## src/rtl/gcm_pkg.sv

```systemverilog
package gcm_pkg;
   typedef enum logic [2:0] {
      ST_IDLE  = 3'd0,
      ST_CLEAR = 3'd1,
      ST_RUN   = 3'd2,
      ST_SCAN  = 3'd3,
      ST_DONE  = 3'd4
   } gcm_state_e;
endpackage

```

## src/rtl/gcm_addr_seq.sv

```systemverilog
// Address sequencer shared by the clear pass and the scan pass.
module gcm_addr_seq #(
   parameter int DEPTH = 256,
   localparam int AW = (DEPTH > 1) ? $clog2(DEPTH) : 1
) (
   input  logic          clk,
   input  logic          rst_n,
   input  logic          restart,
   input  logic          step,
   output logic [AW-1:0] addr,
   output logic          last
);
   localparam logic [AW-1:0] LAST_ADDR = AW'(DEPTH - 1);

   always_ff @(posedge clk or negedge rst_n) begin
      if (!rst_n)       addr <= '0;
      else if (restart) addr <= '0;
      else if (step)    addr <= (addr == LAST_ADDR) ? '0 : addr + 1'b1;
   end

   assign last = (addr == LAST_ADDR);
endmodule

```

## src/rtl/gcm_run_watch.sv

```systemverilog
// Watches the end strobes during the run window and decides when the
// run is over and whether the program sequence was lost.
module gcm_run_watch #(
   parameter int MARGIN    = 16,
   parameter int RUN_LIMIT = 100000,
   localparam int MW = $clog2(MARGIN + 1),
   localparam int RW = $clog2(RUN_LIMIT + 1)
) (
   input  logic clk,
   input  logic rst_n,
   input  logic active,
   input  logic ref_end,
   input  logic dut_end,
   output logic finish,
   output logic lost
);
   logic          waiting;
   logic          dut_seen;
   logic [MW-1:0] mcnt;
   logic [RW-1:0] rcnt;
   logic          dut_now, ok_now, margin_out, tmo;

   always_comb begin
      dut_now    = dut_seen | dut_end;
      ok_now     = waiting & dut_now;
      margin_out = waiting & ~dut_now & (mcnt == MW'(MARGIN - 1));
      tmo        = (rcnt == RW'(RUN_LIMIT - 1));
      finish     = active & (ok_now | margin_out | tmo);
      lost       = active & ~ok_now & (margin_out | tmo);
   end

   always_ff @(posedge clk or negedge rst_n) begin
      if (!rst_n) begin
         waiting  <= 1'b0;
         dut_seen <= 1'b0;
         mcnt     <= '0;
         rcnt     <= '0;
      end else if (!active || finish) begin
         waiting  <= 1'b0;
         dut_seen <= 1'b0;
         mcnt     <= '0;
         rcnt     <= '0;
      end else begin
         rcnt <= rcnt + 1'b1;
         if (dut_end) dut_seen <= 1'b1;
         if (!waiting) begin
            if (ref_end) begin
               waiting <= 1'b1;
               mcnt    <= '0;
            end
         end else begin
            mcnt <= mcnt + 1'b1;
         end
      end
   end
endmodule

```

## src/rtl/gcm_cmp.sv

```systemverilog
// Compare pipeline: carries the issued address alongside the memory read
// latency and flags a mismatch when the two read words arrive.
module gcm_cmp #(
   parameter int AW     = 8,
   parameter int DW     = 8,
   parameter int RD_LAT = 1
) (
   input  logic          clk,
   input  logic          rst_n,
   input  logic          issue,
   input  logic [AW-1:0] issue_addr,
   input  logic [DW-1:0] ref_rdata,
   input  logic [DW-1:0] dut_rdata,
   output logic          res_valid,
   output logic          res_bad,
   output logic [AW-1:0] res_addr,
   output logic          busy
);
   logic [RD_LAT-1:0] vld;
   logic [AW-1:0]     adr [RD_LAT];

   for (genvar g = 0; g < RD_LAT; g++) begin : g_stage
      if (g == 0) begin : g_head
         always_ff @(posedge clk or negedge rst_n) begin
            if (!rst_n) begin
               vld[0] <= 1'b0;
               adr[0] <= '0;
            end else begin
               vld[0] <= issue;
               adr[0] <= issue_addr;
            end
         end
      end else begin : g_tail
         always_ff @(posedge clk or negedge rst_n) begin
            if (!rst_n) begin
               vld[g] <= 1'b0;
               adr[g] <= '0;
            end else begin
               vld[g] <= vld[g-1];
               adr[g] <= adr[g-1];
            end
         end
      end
   end

   assign res_valid = vld[RD_LAT-1];
   assign res_addr  = adr[RD_LAT-1];
   assign res_bad   = res_valid && (ref_rdata != dut_rdata);
   assign busy      = |vld;
endmodule

```

## src/rtl/gcm_monitor.sv

```systemverilog
module gcm_monitor #(
   parameter int DEPTH     = 256,
   parameter int DW        = 8,
   parameter int MARGIN    = 16,
   parameter int RUN_LIMIT = 100000,
   parameter int RD_LAT    = 1,
   parameter logic [DW-1:0] CLR_VAL = '0,
   localparam int AW = (DEPTH > 1) ? $clog2(DEPTH) : 1
) (
   input  logic          clk,
   input  logic          rst_n,
   input  logic          start,
   input  logic          ref_end,
   input  logic          dut_end,
   input  logic [DW-1:0] ref_rdata,
   input  logic [DW-1:0] dut_rdata,
   output logic          core_hold,
   output logic          inject_en,
   output logic          mem_own,
   output logic [AW-1:0] mem_addr,
   output logic          mem_we,
   output logic [DW-1:0] mem_wdata,
   output logic          mem_re,
   output logic          done,
   output logic          data_err,
   output logic          lost_seq,
   output logic [AW-1:0] first_bad_addr
);
   import gcm_pkg::*;

   if (DEPTH < 2)         begin : g_bad_depth  $error("DEPTH must be at least 2");        end
   if (DW < 1)            begin : g_bad_dw     $error("DW must be at least 1");           end
   if (MARGIN < 1)        begin : g_bad_margin $error("MARGIN must be at least 1");       end
   if (RUN_LIMIT < 2)     begin : g_bad_limit  $error("RUN_LIMIT must be at least 2");    end
   if (RD_LAT < 1)        begin : g_bad_lat    $error("RD_LAT must be at least 1");       end

   gcm_state_e    state_q, state_d;
   logic          acc_start;
   logic          addr_last, addr_step, addr_restart;
   logic          issue, issued_all;
   logic          run_finish, run_lost;
   logic          res_valid, res_bad, busy;
   logic [AW-1:0] res_addr;
   logic [AW-1:0] addr;

   assign acc_start = start && (state_q == ST_IDLE || state_q == ST_DONE);
   assign issue     = (state_q == ST_SCAN) && !issued_all;

   always_comb begin
      state_d = state_q;
      unique case (state_q)
         ST_IDLE, ST_DONE: if (acc_start) state_d = ST_CLEAR;
         ST_CLEAR:         if (addr_last) state_d = ST_RUN;
         ST_RUN:           if (run_finish) state_d = ST_SCAN;
         ST_SCAN:          if (issued_all && !busy) state_d = ST_DONE;
         default:          state_d = ST_IDLE;
      endcase
   end

   always_ff @(posedge clk or negedge rst_n) begin
      if (!rst_n) state_q <= ST_IDLE;
      else        state_q <= state_d;
   end

   assign addr_restart = acc_start || run_finish;
   assign addr_step    = (state_q == ST_CLEAR) || issue;

   gcm_addr_seq #(.DEPTH(DEPTH)) u_addr (
      .clk     (clk),
      .rst_n   (rst_n),
      .restart (addr_restart),
      .step    (addr_step),
      .addr    (addr),
      .last    (addr_last)
   );

   gcm_run_watch #(.MARGIN(MARGIN), .RUN_LIMIT(RUN_LIMIT)) u_watch (
      .clk     (clk),
      .rst_n   (rst_n),
      .active  (state_q == ST_RUN),
      .ref_end (ref_end),
      .dut_end (dut_end),
      .finish  (run_finish),
      .lost    (run_lost)
   );

   gcm_cmp #(.AW(AW), .DW(DW), .RD_LAT(RD_LAT)) u_cmp (
      .clk        (clk),
      .rst_n      (rst_n),
      .issue      (issue),
      .issue_addr (addr),
      .ref_rdata  (ref_rdata),
      .dut_rdata  (dut_rdata),
      .res_valid  (res_valid),
      .res_bad    (res_bad),
      .res_addr   (res_addr),
      .busy       (busy)
   );

   always_ff @(posedge clk or negedge rst_n) begin
      if (!rst_n)                     issued_all <= 1'b0;
      else if (addr_restart)          issued_all <= 1'b0;
      else if (issue && addr_last)    issued_all <= 1'b1;
   end

   always_ff @(posedge clk or negedge rst_n) begin
      if (!rst_n) begin
         done           <= 1'b0;
         data_err       <= 1'b0;
         lost_seq       <= 1'b0;
         first_bad_addr <= '0;
      end else if (acc_start) begin
         done           <= 1'b0;
         data_err       <= 1'b0;
         lost_seq       <= 1'b0;
         first_bad_addr <= '0;
      end else begin
         if (state_q == ST_RUN && run_finish) lost_seq <= run_lost;
         if (res_valid && res_bad && !data_err) begin
            data_err       <= 1'b1;
            first_bad_addr <= res_addr;
         end
         if (state_q == ST_SCAN && state_d == ST_DONE) done <= 1'b1;
      end
   end

   assign core_hold = (state_q != ST_RUN);
   assign inject_en = (state_q == ST_RUN);
   assign mem_own   = (state_q != ST_RUN);
   assign mem_addr  = addr;
   assign mem_we    = (state_q == ST_CLEAR);
   assign mem_wdata = CLR_VAL;
   assign mem_re    = issue;
endmodule

```

## config.mk

```make
export PLATFORM = sky130hd
export DESIGN_NAME = gcm_monitor
export DESIGN_NICKNAME = d
export VERILOG_FILES = /design/src/rtl/gcm_pkg.sv /design/src/rtl/gcm_addr_seq.sv /design/src/rtl/gcm_run_watch.sv /design/src/rtl/gcm_cmp.sv /design/src/rtl/gcm_monitor.sv
export SDC_FILE = /design/constraint.sdc
export NUM_CORES = 1
export LEC_CHECK = 0
export BUFFER_PORTS_ARGS = -buffer_cell sky130_fd_sc_hd__buf_2
export CAP_MARGIN = 25
export CORE_MARGIN = 1.5
export CORE_UTILIZATION = 50
export CTS_CLUSTER_DIAMETER = 120
export DETAILED_ROUTE_END_ITERATION = 8
export PLACE_DENSITY = 0.8
export SYNTH_ARGS = -nofsm -noshare
export SYNTH_HDL_FRONTEND = slang
export SYNTH_SLANG_ARGS = --single-unit
```

## constraint.sdc

```tcl
create_clock -name clk -period 2 [get_ports clk]
set_input_delay 0.4 -clock clk [delete_from_list [all_inputs] [get_ports clk]]
set_output_delay 0.4 -clock clk [all_outputs]
set_load 0.01 [all_outputs]
```

==> impl_metrics.yaml, run 1 <==
clock_tree:
  clkSlewWorstSetupHoldPaths_ns: 0.09
  clk_latency_ns: 0.30
  cts.sinks: 56
  postCtsSetupBuffers: 0
  cts_tree: "yes"
  h-tree-depth: 2
  cts-root-buf: "clkbuf_8"
  numCtsBuffers: 5
  cts_hold_buf: 0
  clockBufferDepth: 2
layout:
  synthToLayoutAreaGrowth_pct: 13.9
  seq_area_mm2: 0.00140
  nFillCells: 458
  layout-drive-gt1-share_pct: 21.7
  layout.nets: 347
  multiInputGateArea_mm2: 0.00129
  n_antenna_cell: 0
synth:
  seq_area_frac_synth_pct: 50.3
  synth.most_common_cell: "dfrtp_1"
  synthTopCellsByCount: "dfrtp_1, nor2_1, nand2_1, xor2_1, a21oi_1"
  synth.avg_cell_area_um2: 10.2
  yosysTopAreaCell: "dfrtp_1"
  synth_top_cell_area_share_pct: 50.3
  ys_ff_latch: 56
  netlist_instances: 274
  synth_edf_count: 0
  yosysUniqueCellTypes: 46
  netlist_top_cells_area: "dfrtp_1, xor2_1, nor2_1"
  synth-async-reset-ratio_pct: 100
  synth_warnings: 0
  synth_top_flop_cell: "dfrtp_1"
  synth_area_mm2: 0.00279
setup_path:
  cp-start-kind: "register"
  cp.arrival_ns: 1.53
  worstPathMaxFanout: 8
  crit_start: "state_q[0]"
  r2r-start: "u_watch.mcnt[0]"
  endpoint_kind: "output pin"
  worst-setup-path-type: "reg2out"
  critPathRequiredTime_ns: 1.60
timing:
  timing.fmax_mhz: 519
  slew_headroom_pct: 62.2
  setup_slack_ns: 0.0715
  whs_ns: 0.0418
  setup_viol_count_final: 0
  post-route-period-util_pct: 96.4
  finClkSkew_ns: 0.00455
  period_needed_ns: 1.93
  hold_violations: 0
  worst_pin_slew_ns: 0.567
  drv_slew: 0
floorplan:
  die_h_um: 77.7
  rows: 26
  fp.dieW_um: 77.7
  start_util_pct: 53.2
  die-area_mm2: 0.00603
  core_area_mm2: 0.00524
  pin_count: 53
route:
  avgRoutedWirePerCell_um: 13.5
  drc_errors: 0
  drt_iter0_markers: 119
  firstDrtPassIters: 4
  wl_um: 5310
  via_count: 2075
  routed_via_density: 5.28
  antenna_left: 0
placement:
  dp_slack_ns: 0.141
  numPortBuffers: 44
  dp_hpwl_um: 3720
  gp_congestion: 0.855
status:
  status: "completed"
grt:
  antenna_found_initial: 0
  overflow: 0
  track_usage_pct: 18.1
  grt_pass1_wl_um: 8560
  grt_pass1_vias: 1844
  grt_max_degree: 25
power:
  p_leak_nw: 1.49
  peakVddDrop_mv: 0.498
  power_density_mw_per_mm2: 814
run:
  max-cap-violations: 0
hold_path:
  hp-class: "in2async"
## routing by layer
metal	part of all wire [%]	GRT usage (%)	vias up
met5	0	0	-
met4	1.1	6.55	0
met3	4.7	3.76	5
li1	-	-	1021
met1	45	24.8	991
met2	49	28.4	58
## flip-flops by register name, indices dropped and copies added (netlist names)
signal and flops:
u_cmp.busy 1, state_q 3, u_addr.addr 8, u_watch.rcnt 17
u_watch.dut_seen 1, u_watch.waiting 1, issued_all 1, u_watch.mcnt 5
u_cmp.res_addr 8, first_bad_addr 8, lost_seq 1, data_err 1
done 1
## metrics by stage
stage | area (um2) | power (mW) | instances | utilization, % | TNS [ns]
after floorplan | 2810 | 1.74 | 281 | - | 0
after global placement | 3060 | 1.94 | 385 | 58.5 | 0
after detailed placement | 3060 | 1.95 | 385 | 58.5 | 0
after CTS | 3160 | 2.57 | 393 | 60.3 | 0
after global routing | 3170 | 2.74 | 393 | 60.6 | -0.00628
final | 3170 | 2.58 | 393 | 60.6 | 0
## cells in the final DEF (no fill, tap or decap), types with 2 or more instances in the layout
master and count:
o21ai_0 7, nor2_1 33, nand2b_1 4, conb_1 8, and2_1 2, o21bai_1 2
nor4_1 2, and4bb_2 2, xor2_1 24, nand4_1 9, inv_1 5, nand2_1 30
and3_1 4, or3_1 4, clkbuf_8 6, a21boi_0 2, ha_1 4, buf_2 44
mux2i_1 8, dfrtp_1 56, xnor2_1 2, and4_1 4, a21oi_1 13, nor3b_1 3
a311oi_2 2, clkbuf_1 2, nand3b_1 3, nand3_1 11, a21oi_2 2, nor3_1 2
buf_4 6
## where the power goes
part / switching [mW] / internal [mW]
combinational: 0.323 / 0.224
sequential: 0.153 / 1.26
clock: 0.334 / 0.283
## what timing repair did
| item | in CTS | in global routing |
|---|---|---|
| cloned | 0 | 0 |
| gates resized for setup | 1 | 3 |
| endpoints found under the setup margin | 1 | 3 |
## kinds of logic (layout without fill, tap and decap cells)
logic type / after synthesis / in the layout / synth area share, %
AO/OA/AOI/OAI: 35 / 35 / 8.17
adder cells (fa/ha/maj): 4 / 4 / 1.80
buffers and inverters: 22 / 64 / 5.03
multiplexers: 8 / 8 / 2.87
other: 1 / 8 / 0.135
AND/OR/NAND/NOR: 122 / 122 / 23.5
XOR/XNOR: 26 / 26 / 8.17
flip-flops: 56 / 56 / 50.3
## final timing paths
| kind | end | slack, ns | cells past startpoint |
|---|---|---|---|
| setup / recovery | inject_en | 0.07 | 3 |
| hold / removal | state_q[2] | 0.04 | 1 |
| setup reg to reg | state_q[0] | 0.12 | 7 |
| hold reg to reg | u_watch.rcnt[0] | 0.49 | 1 |
| max in group asynchronous | u_watch.mcnt[0] | 1.31 | 2 |
| min in group clk | u_watch.waiting | 0.39 | 3 |
## cell type report
cell class                 count  share of cell area, %
multi-input combinational    203                   40.7
inverter                       5                  0.591
sequential                    56                   44.2
timing repair buffer          51                   8.99
tap                           70                   2.76
clock buffer                   8                   2.84
## worst max-delay path: stages (launching register included)
cell,delay (ns)
dfrtp_1,0.46
or3b_4,0.47
inv_1,0.14
buf_2,0.15
(Power assumes the default switching activity.)
==> run 2: changes to the inputs <==
--- a/config.mk
+++ b/config.mk
@@ -11,6 +11,7 @@
 export CORE_UTILIZATION = 50
 export CTS_CLUSTER_DIAMETER = 120
 export DETAILED_ROUTE_END_ITERATION = 8
+export MAX_ROUTING_LAYER = met4
 export PLACE_DENSITY = 0.8
 export SYNTH_ARGS = -nofsm -noshare
 export SYNTH_HDL_FRONTEND = slang
==> run 2 against run 1 <==
Critical path depth unchanged. Clock power is essentially flat. Cell count stayed put. Largest power group unchanged. Non-clock buffer count unchanged. Clock skew grew 0.00066 ns. Total power grew 0.17%. Core utilization unchanged.
==> impl_metrics.yaml, run 2 (synthesis gave the netlist of run 1 again) <==
status:
  status: "completed"
route:
  firstDrtPassIters: 4
  routed_via_density: 5.29
  avgRoutedWirePerCell_um: 13.5
  antenna_left: 0
  via_count: 2079
  drc_errors: 0
  drt_iter0_markers: 116
  wl_um: 5330
layout:
  layout.nets: 347
  most-common-layout-cells: "dfrtp_1, buf_2, nor2_1, nand2_1, xor2_1"
  layout-drive-gt1-share_pct: 21.7
  largest_register_ffs: 17
  multiInputGateArea_mm2: 0.00129
  synthToLayoutAreaGrowth_pct: 13.9
  n_antenna_cell: 0
  seq_area_mm2: 0.00140
  nFillCells: 458
  regMostFlops: "u_watch.rcnt"
  final_common_cell: "dfrtp_1"
grt:
  use_met1_pct: 24.9
  grt_max_degree: 25
  track_usage_pct: 18.7
  overflow: 0
  use_met3_pct: 3.76
  use_met2_pct: 28.4
  grt_pass1_vias: 1839
  busiest_layer: "met2"
  antenna_found_initial: 0
  grt_pass1_wl_um: 8570
timing:
  fin_tns_setup_ns: 0
  setup_slack_ns: 0.0726
  period_needed_ns: 1.93
  drv_slew: 0
  hold_violations: 0
  timing.fmax_mhz: 519
  slew_headroom_pct: 62.1
  setup_viol_count_final: 0
  post-route-period-util_pct: 96.4
  finClkSkew_ns: 0.00521
  worst_pin_slew_ns: 0.569
floorplan:
  die-area_mm2: 0.00603
  core_area_mm2: 0.00524
  rows: 26
  pin_count: 53
  start_util_pct: 53.2
  fp.dieW_um: 77.7
  die_h_um: 77.7
clock_tree:
  cts.sinks: 56
  clk_latency_ns: 0.30
  clkSlewWorstSetupHoldPaths_ns: 0.09
  clockBufferDepth: 2
  numCtsBuffers: 5
  cts_tree: "yes"
  postCtsSetupBuffers: 0
  cts-root-buf: "clkbuf_8"
  h-tree-depth: 2
setup_path:
  r2r-start: "u_watch.mcnt[0]"
  endpoint_kind: "output pin"
  worstReg2RegEnd: "u_addr.addr[5]"
  worstPathMaxFanout: 8
  cp.arrival_ns: 1.53
  critPathRequiredTime_ns: 1.60
  worst-setup-path-type: "reg2out"
  ff2ff_setup_slack_ns: 0.13
  worst-r2r-cell-count: 7
  cp-start-kind: "register"
power:
  peakVddDrop_mv: 0.499
  power_density_mw_per_mm2: 815
  p_leak_nw: 1.49
  finalPower_mw: 2.59
placement:
  numPortBuffers: 44
  dp_slack_ns: 0.141
  dp_hpwl_um: 3720
  gp_congestion: 0.869
run:
  max-cap-violations: 0
hold_path:
  hp-class: "in2async"
-- run 2: how the worst max path moves through the flow --
stage | startpoint | end | slack [ns]
2_1_floorplan | u_watch.mcnt[0] | u_watch.mcnt[0] | 0.03
3_3_place_gp | u_watch.mcnt[0] | u_addr.addr[3] | 0.22
3_5_place_dp | u_watch.mcnt[0] | u_watch.rcnt[15] | 0.14
4_1_cts | state_q[0] | inject_en | 0.07
5_1_grt | u_watch.mcnt[0] | u_addr.addr[3] | -0.006
6_report | state_q[0] | inject_en | 0.07
-- run 2: timing repair --
item	4_1_cts	5_1_grt
endpoints found under the setup margin	1	3
resized for setup	1	3
hold buffers	0	0
-- run 2: through the flow --
step	hold slack, ns	instance area [um2]	utilization [%]	std cells
6_report	0.0392	3170	60.6	393
5_1_grt	0.0683	3170	60.6	393
4_1_cts	0.0478	3160	60.3	393
3_5_place_dp	0.384	3060	58.5	385
3_3_place_gp	0.380	3060	58.5	385
2_1_floorplan	0.104	2810	-	281
-- run 2: area by class of cell --
cell class / instances / share of cell area [%]
Clock buffer: 8 / 2.84
Sequential cell: 56 / 44.2
Timing Repair Buffer: 51 / 8.99
Multi-Input combinational cell: 203 / 40.7
Inverter: 5 / 0.591
Tap cell: 70 / 2.76
-- run 2: worst max-delay path, cell delays in order (launching register included) --
cell     delay [ns]
dfrtp_1        0.46
or3b_4         0.47
inv_1          0.14
buf_2          0.15
-- run 2: layer usage --
| layer | part of all wire (%) | wire, um |
|---|---|---|
| met5 | 0 | 0 |
| met4 | 1.1 | 58 |
| met3 | 4.6 | 247 |
| met2 | 50 | 2650 |
| met1 | 45 | 2370 |
-- run 2: power by group --
group | leakage, nW | internal [mW] | total, mW | switching [mW]
Combinational | 0.686 | 0.224 | 0.548 | 0.324
Clock | 0.0455 | 0.283 | 0.619 | 0.336
Sequential | 0.757 | 1.26 | 1.42 | 0.154
Total | 1.49 | 1.77 | 2.59 | 0.815
